File: src/rtl/cdt_pkg.sv
package cdt_pkg;

  // byte distance between consecutive channel register groups
  localparam int unsigned CH_STRIDE = 16;

  // word select inside one channel group (address bits [3:2])
  typedef enum logic [1:0] {
    SEL_LOAD  = 2'd0,
    SEL_VALUE = 2'd1,
    SEL_CTRL  = 2'd2,
    SEL_CLEAR = 2'd3
  } chan_sel_e;

  // shared register offsets relative to the end of the channel array
  localparam int unsigned SH_MASKED = 0;
  localparam int unsigned SH_RAW    = 4;

  // control word, bit 0 = enable, bit 1 = periodic, bit 2 = mask
  typedef struct packed {
    logic mask;
    logic periodic;
    logic enable;
  } ctrl_t;

endpackage

File: src/rtl/cdt_channel.sv
module cdt_channel
  import cdt_pkg::*;
#(
  parameter int unsigned CNT_W = 32
) (
  input  logic             clk,
  input  logic             rst,
  input  logic             wr_load,
  input  logic             wr_ctrl,
  input  logic [31:0]      wdata,
  input  logic             clr_rd,
  output logic [CNT_W-1:0] load_q,
  output logic [CNT_W-1:0] cnt_q,
  output ctrl_t            ctrl_q,
  output logic             pend_q,
  output logic             irq_q
);

  localparam logic [CNT_W-1:0] ALL_ONES = '1;

  ctrl_t ctrl_new;
  logic  start;
  logic  expire;

  always_comb begin
    ctrl_new = ctrl_t'(wdata[2:0]);
    start    = wr_ctrl && ctrl_new.enable && !ctrl_q.enable;
    expire   = ctrl_q.enable && (cnt_q == '0);
  end

  always_ff @(posedge clk) begin
    if (rst) begin
      load_q <= '0;
      cnt_q  <= '0;
      ctrl_q <= '0;
      pend_q <= 1'b0;
      irq_q  <= 1'b0;
    end else begin
      if (wr_load) load_q <= wdata[CNT_W-1:0];
      if (wr_ctrl) ctrl_q <= ctrl_new;

      if (start) begin
        cnt_q <= load_q;
      end else if (ctrl_q.enable) begin
        if (expire) cnt_q <= ctrl_q.periodic ? load_q : ALL_ONES;
        else        cnt_q <= cnt_q - 1'b1;
      end

      // a new expiry outranks a clear in the same cycle
      if (expire)      pend_q <= 1'b1;
      else if (clr_rd) pend_q <= 1'b0;

      irq_q <= pend_q && !ctrl_q.mask;
    end
  end

endmodule

File: src/rtl/cdt_apb_decode.sv
module cdt_apb_decode
  import cdt_pkg::*;
#(
  parameter int unsigned NCH   = 8,
  parameter int unsigned CNT_W = 32
) (
  input  logic                       clk,
  input  logic                       rst,
  input  logic                       psel,
  input  logic                       penable,
  input  logic                       pwrite,
  input  logic [31:0]                paddr,
  input  logic [NCH-1:0][CNT_W-1:0]  load_all,
  input  logic [NCH-1:0][CNT_W-1:0]  cnt_all,
  input  logic [NCH-1:0][2:0]        ctrl_all,
  input  logic [NCH-1:0]             pend_vec,
  input  logic [NCH-1:0]             mask_vec,
  output logic [NCH-1:0]             wr_load,
  output logic [NCH-1:0]             wr_ctrl,
  output logic [NCH-1:0]             clr_rd,
  output logic [31:0]                prdata
);

  localparam int unsigned CH_BYTES = NCH * CH_STRIDE;
  localparam int unsigned ADDR_W   = $clog2(CH_BYTES + CH_STRIDE);
  localparam int unsigned IDX_W    = (NCH > 1) ? $clog2(NCH) : 1;

  logic [ADDR_W-1:0] off;
  logic              in_window;
  logic              in_chans;
  logic [IDX_W-1:0]  idx;
  chan_sel_e         sel;
  logic              acc_wr;
  logic              acc_rd;
  logic [31:0]       rd_mux;

  always_comb begin
    off       = paddr[ADDR_W-1:0];
    in_window = (paddr[31:ADDR_W] == '0) && (paddr[1:0] == 2'b00);
    in_chans  = in_window && (32'(off) < CH_BYTES);
    idx       = off[4 +: IDX_W];
    sel       = chan_sel_e'(off[3:2]);
    acc_wr    = psel && penable && pwrite;
    acc_rd    = psel && penable && !pwrite;
  end

  for (genvar i = 0; i < NCH; i++) begin : g_strobe
    logic here;
    assign here       = in_chans && (idx == IDX_W'(i));
    assign wr_load[i] = acc_wr && here && (sel == SEL_LOAD);
    assign wr_ctrl[i] = acc_wr && here && (sel == SEL_CTRL);
    assign clr_rd[i]  = acc_rd && here && (sel == SEL_CLEAR);
  end

  always_comb begin
    rd_mux = '0;
    if (in_chans) begin
      case (sel)
        SEL_LOAD:  rd_mux = 32'(load_all[idx]);
        SEL_VALUE: rd_mux = 32'(cnt_all[idx]);
        SEL_CTRL:  rd_mux = 32'(ctrl_all[idx]);
        SEL_CLEAR: rd_mux = 32'(pend_vec[idx]);
        default:   rd_mux = '0;
      endcase
    end else if (in_window) begin
      if (32'(off) == CH_BYTES + SH_MASKED) rd_mux = 32'(pend_vec & ~mask_vec);
      else if (32'(off) == CH_BYTES + SH_RAW) rd_mux = 32'(pend_vec);
    end
  end

  // read data is captured in the setup phase and held through the access phase
  always_ff @(posedge clk) begin
    if (rst)                             prdata <= '0;
    else if (psel && !penable && !pwrite) prdata <= rd_mux;
  end

endmodule

File: src/rtl/apb_countdown_bank.sv
module apb_countdown_bank
  import cdt_pkg::*;
#(
  parameter int unsigned NCH   = 8,
  parameter int unsigned CNT_W = 32
) (
  input  logic           clk,
  input  logic           rst,
  input  logic           psel,
  input  logic           penable,
  input  logic           pwrite,
  input  logic [31:0]    paddr,
  input  logic [31:0]    pwdata,
  output logic [31:0]    prdata,
  output logic           pready,
  output logic [NCH-1:0] irq
);

  logic [NCH-1:0][CNT_W-1:0] load_all;
  logic [NCH-1:0][CNT_W-1:0] cnt_all;
  logic [NCH-1:0][2:0]       ctrl_all;
  logic [NCH-1:0]            pend_vec;
  logic [NCH-1:0]            mask_vec;
  logic [NCH-1:0]            en_vec;
  logic [NCH-1:0]            wr_load;
  logic [NCH-1:0]            wr_ctrl;
  logic [NCH-1:0]            clr_rd;

  assign pready = 1'b1;

  cdt_apb_decode #(.NCH(NCH), .CNT_W(CNT_W)) u_decode (
    .clk      (clk),
    .rst      (rst),
    .psel     (psel),
    .penable  (penable),
    .pwrite   (pwrite),
    .paddr    (paddr),
    .load_all (load_all),
    .cnt_all  (cnt_all),
    .ctrl_all (ctrl_all),
    .pend_vec (pend_vec),
    .mask_vec (mask_vec),
    .wr_load  (wr_load),
    .wr_ctrl  (wr_ctrl),
    .clr_rd   (clr_rd),
    .prdata   (prdata)
  );

  for (genvar i = 0; i < NCH; i++) begin : g_chan
    ctrl_t c;
    cdt_channel #(.CNT_W(CNT_W)) u_chan (
      .clk     (clk),
      .rst     (rst),
      .wr_load (wr_load[i]),
      .wr_ctrl (wr_ctrl[i]),
      .wdata   (pwdata),
      .clr_rd  (clr_rd[i]),
      .load_q  (load_all[i]),
      .cnt_q   (cnt_all[i]),
      .ctrl_q  (c),
      .pend_q  (pend_vec[i]),
      .irq_q   (irq[i])
    );
    assign ctrl_all[i] = c;
    assign mask_vec[i] = c.mask;
    assign en_vec[i]   = c.enable;
  end

endmodule

File: config.mk
export PLATFORM = sky130hd
export DESIGN_NAME = apb_countdown_bank
export DESIGN_NICKNAME = d
export VERILOG_FILES = /design/src/rtl/cdt_pkg.sv /design/src/rtl/cdt_channel.sv /design/src/rtl/cdt_apb_decode.sv /design/src/rtl/apb_countdown_bank.sv
export SDC_FILE = /design/constraint.sdc
export NUM_CORES = 2
export LEC_CHECK = 0
export BUFFER_PORTS_ARGS = -buffer_cell sky130_fd_sc_hd__buf_2
export CORE_MARGIN = 4
export CORE_UTILIZATION = 53
export DETAILED_ROUTE_END_ITERATION = 10
export PLACE_DENSITY = 0.72
export RECOVER_POWER = 100
export REMOVE_ABC_BUFFERS = 1
export SLEW_MARGIN = 25
export SYNTH_ARGS = -nofsm -noshare
export SYNTH_HDL_FRONTEND = slang
export SYNTH_SLANG_ARGS = --single-unit
File: constraint.sdc
create_clock -name clk -period 2.6 [get_ports clk]
set_clock_uncertainty 0.05 [all_clocks]
set_input_delay 0.26 -clock clk [delete_from_list [all_inputs] [get_ports clk]]
set_output_delay 0.26 -clock clk [all_outputs]
set_load 0.02 [all_outputs]
==> metrics.md <==
| Metric | Value |
|---|---|
| Result of the run | finished, violations left |
| Failing checks | max-capacitance violations, max-slew violations, negative setup slack |
| Clock Tree Buf Depth | 3 |
| Data required time of the worst path | 3020 ps |
| Reg-to-reg critical path startpoint | g_chan[5].u_chan.cnt_q[23] |
| Post-synthesis adder-cell area fraction | 0.5771% |
| Pins Over Slew Limit | 135 |
| Minimum clock period | 2623 ps |
| Mean area per synthesized cell | 8.292 um^2 |
| Cts bufs inserted | 68 |
| Fraction of the yosys area taken by sequential cells | 33.70% |
| Total net switching power | 4.613 mW |
| DRC violation count after routing | 0 |
| Share of power burned in combinational logic | 4.2% |
| Clock Power Share | 50.7% |
| Hold Slack | 76.69 ps |
| Number of antenna violations at the first check in global routing | 3 |
| Total number of cells along the worst setup path | 9 |
| Summed instance area of the synthesized netlist | 34690 um^2 |
| Wire per inst | 27.99 um |
| Kind of start point of the critical path | flip-flop |
| Fmax achieved | 381.2 MHz |
| Worst reg-to-reg setup slack | -20 ps |
| Post-synthesis simple-gate area fraction | 23.90% |
| Final hold viol count | 0 |
| Multiplexer fraction of the synthesized cell area | 14.88% |
| Type of the worst min-delay path | primary input to flip-flop |
| Synthesized-area fraction occupied by ao, oa, aoi and oai cells | 17.88% |
| Final Routed Wirelength | 151400 um |
| Pwr per Cell Area | 474.0 nW/um^2 |
| Series of cell instances along the critical path | or4_4, or3_4, buf_6, nor4_4, buf_6, nand2_8, buf_12, o221ai_1, o31ai_1 |
| Worst-case vdd ir drop | 0.4569 mV |
| Number of cells traversed by the worst register-to-register path | 9 |
| Synth Area in XOR/XNOR | 4.039% |
| Clock latency on the worst-skew pair | 610 ps |
| Number of levels the H-tree was split into | 3 |
| Die height | 263.8 um |
| Die Area | 69610 um^2 |
| Chip Width | 263.8 um |
| Post-synthesis async set-or-reset flop share | 0% |
| All-Layer GR Usage | 41.43% |
| HPWL after detailed placement | 111400 um |
| Reg-to-reg endpoint | g_chan[5].u_chan.cnt_q[28] |
| Combinational family with the most area after synthesis | simple AND/OR/NAND/NOR gates |
| Largest cells by area after synthesis | dfxtp_1 (34%), mux4_2 (10%), nand2_1 (7.5%), a21oi_1 (5.9%), clkbuf_1 (3.0%) |
| Area added between synthesis and finish | 20.77% |
| Worst setup path category | flip-flop to flip-flop |
| Number of antenna-violating nets in the routed design | 0 |
| Share of layout cells above drive strength 1 | 21.46% |
| Root Buffer | clkbuf_16 |
| Total Power | 19.86 mW |
| Clock Sink Count | 584 |
| Routed via count divided by cell count | 6.804 |
| Seq cells post-synth | 584 |
| Count of vias placed by the detailed router | 36805 |
| Final worst path period share | 100.9% |
| Number of primary I/O pins | 110 |
| Lkg Pwr | 16.12 nW |
| Kind of end point of the critical path | flip-flop |
| Critical path's largest stage delay | 540 ps |
| Floorplan row count | 93 |
| Length of the first detailed-routing pass in iterations | 7 |
| Worst-margin pin slew | 1632 ps |
| Critical Path Sink | g_chan[5].u_chan.cnt_q[28] |
| Worst endpoint data arrival time | 3050 ps |
| Area share of the largest cell type after synthesis | 33.70% |
| Fraction of power consumed by sequential logic | 45.1% |
| Largest area contributor in the synthesized netlist | dfxtp_1 |
| Unrepaired setup endpoints after global routing | true |
| Most instantiated flip-flop cell in the synthesis netlist | dfxtp_1 |
| Int Pwr | 15.25 mW |
| Number of flops mapped to enable cells by yosys | 0 |
| Initial cell density of the core | 53.72% |
| Number of DRC violations after detailed-routing iteration 0 | 5468 |
| # port buffers | 108 |
| Crit path max-delay cell type | or4_4 |
| Fraction of the core area covered by cells at the end of the flow | 64.88% |
| Overflow left after global routing | 0 |
| Net switching share of the total power | 23.23% |
| Clk slew on worst S/H paths | 60 ps |
| Max-cap violations | 1 |
| Launch instance of the worst min-delay path | pwdata[0] |
| First-pass GRT wire length | 219900 um |
| Worst setup margin | -23.20 ps |
| Clock tree from TritonCTS | done |
| Buffers & Inverters on Critical Path | 3 |
| Count of mapped cells out of synthesis | 4184 |
| Worst Setup SP | g_chan[5].u_chan.cnt_q[23] |
| Core ar. | 64580 um^2 |
| Worst-path fanout max | 8 |
| YS warnings | 0 |
| Rel. slew slack | -8.778% |
| Placer Congestion | 1.066 |
| Worst path most repeated cell | buf_6 |
| Vias in the first global route | 33005 |
| Number of different library cells in the post-synthesis netlist | 103 |
| Kind of cell adding the most delay to the critical path | simple AND/OR/NAND/NOR gates |
| Finish-stage setup viols | 7 |
| Fin nets | 4591 |
| Maximum number of pins on one net before global-route repair | 135 |
==> repair_timing <==
item	in CTS	in global routing
gates resized for setup	9	89
buffers inserted	2	10
pin swaps	2	27
setup endpoints to repair	28	169
gates cloned	0	3
endpoints found under the hold margin	216	0
hold buffers	30	0
==> state kept, by name, indices dropped and copies added (netlist names) <==
name and count:
g_chan.u_chan.load_q 256, g_chan.u_chan.ctrl_q 24, g_chan.u_chan.irq_q 8, g_chan.u_chan.cnt_q 256, u_decode.prdata 32, g_chan.u_chan.pend_q 8
==> placed cells by master (no fill, tap or decap), types with 46 or more instances in the layout <==
cell,count
buf_4,403
a211oi_1,106
xnor2_1,64
nand2_1,688
dfxtp_1,581
o21ai_0,155
nor3_1,129
xor2_1,96
nand3_1,102
nand3b_1,79
nor4_1,86
clkbuf_1,70
inv_1,46
mux4_2,156
nor2_1,255
buf_2,66
mux2i_1,99
mux2_2,56
nand4_1,50
clkbuf_16,72
a21oi_1,403
==> cells in the mapped netlist, drive strengths merged, types with 13 or more instances <==
cell,count
dfxtp,584
o221ai,28
clkbuf,307
buf,66
o211ai,22
inv,48
o31ai,18
nor3b,30
or2,18
nand3,107
o22ai,45
a21boi,16
mux4,157
and3,30
nor2b,34
nand2b,16
nor4,110
mux2i,99
or3,45
a31oi,30
nor3,133
nor2,255
xor2,96
nand4,50
nand2,692
a211oi,107
a22oi,35
mux2,56
nand3b,79
xnor2,64
and2,18
o32ai,13
a21oi,407
ha,16
or4,40
o21ai,170
==> tightest hold or removal path, cell delays in order <==
cell and delay (ps):
buf_2 160, buf_4 170, nand2_1 50, a21oi_1 50
==> layout make-up <==
cell class                      count  area (um^2)
Antenna cell                        2        5.005
Clock buffer                       94         1993
Clock inverter                     22        295.3
Fill cell                        5626        22680
Inverter                           52        195.2
Multi-Input combinational cell   3175        21710
Sequential cell                   584        11700
Tap cell                          855         1070
Timing Repair Buffer              625         4930
==> how the worst min path moves through the flow <==
stage                                  end  slack, ps  cells past startpoint
2_1_floorplan   g_chan[0].u_chan.cnt_q[10]        280                      1
3_3_place_gp    g_chan[6].u_chan.load_q[0]        410                      2
3_5_place_dp   g_chan[6].u_chan.load_q[30]        410                      2
4_1_cts         g_chan[3].u_chan.load_q[2]         50                      3
5_1_grt         g_chan[6].u_chan.load_q[0]         80                      4
6_report        g_chan[6].u_chan.load_q[0]         80                      4
==> logic make-up (layout without fill, tap and decap cells) <==
family	after synthesis	count (layout)
xor+xnor	160	160
fa+ha+maj	16	16
compound gates	998	998
mux	312	312
simple gates	1688	1688
flops	584	584
other cells	1	3
buf+inv	425	793
==> per-stage QoR <==
| stage | instance area (um^2) | worst slack (ps) | setup TNS, ps | std cells |
|---|---|---|---|---|
| finish | 41900 | -23.20 | -89.96 | 5409 |
| global route | 41890 | -58.68 | -2238 | 5407 |
| CTS | 41540 | 11.01 | 0 | 5394 |
| detailed placement | 38880 | -43.71 | -323.6 | 5246 |
| global placement | 38880 | -32.78 | -69.15 | 5246 |
| floorplan | 33150 | -3668 | -483350 | 3811 |
==> per-layer routing <==
layer  vias up  routed length [um]  global-route usage, %
li1      15996                   -                      -
met4         2               10570                  22.70
met3       497               21220                  9.239
met5         -                   7                      0
met1     17547               58400                  58.49
met2      2763               61220                  58.92
==> power groups by stage <==
stage          Clock, mW  Sequential, mW  Combinational, mW
6_report            10.1            8.95              0.841
5_1_grt             10.4            8.94              0.870
4_1_cts             10.1            8.95              0.822
3_5_place_dp           0            9.15              0.785
3_3_place_gp           0            9.15              0.785
2_1_floorplan          0            9.15              0.193
Power figures use the tool's default switching activity.
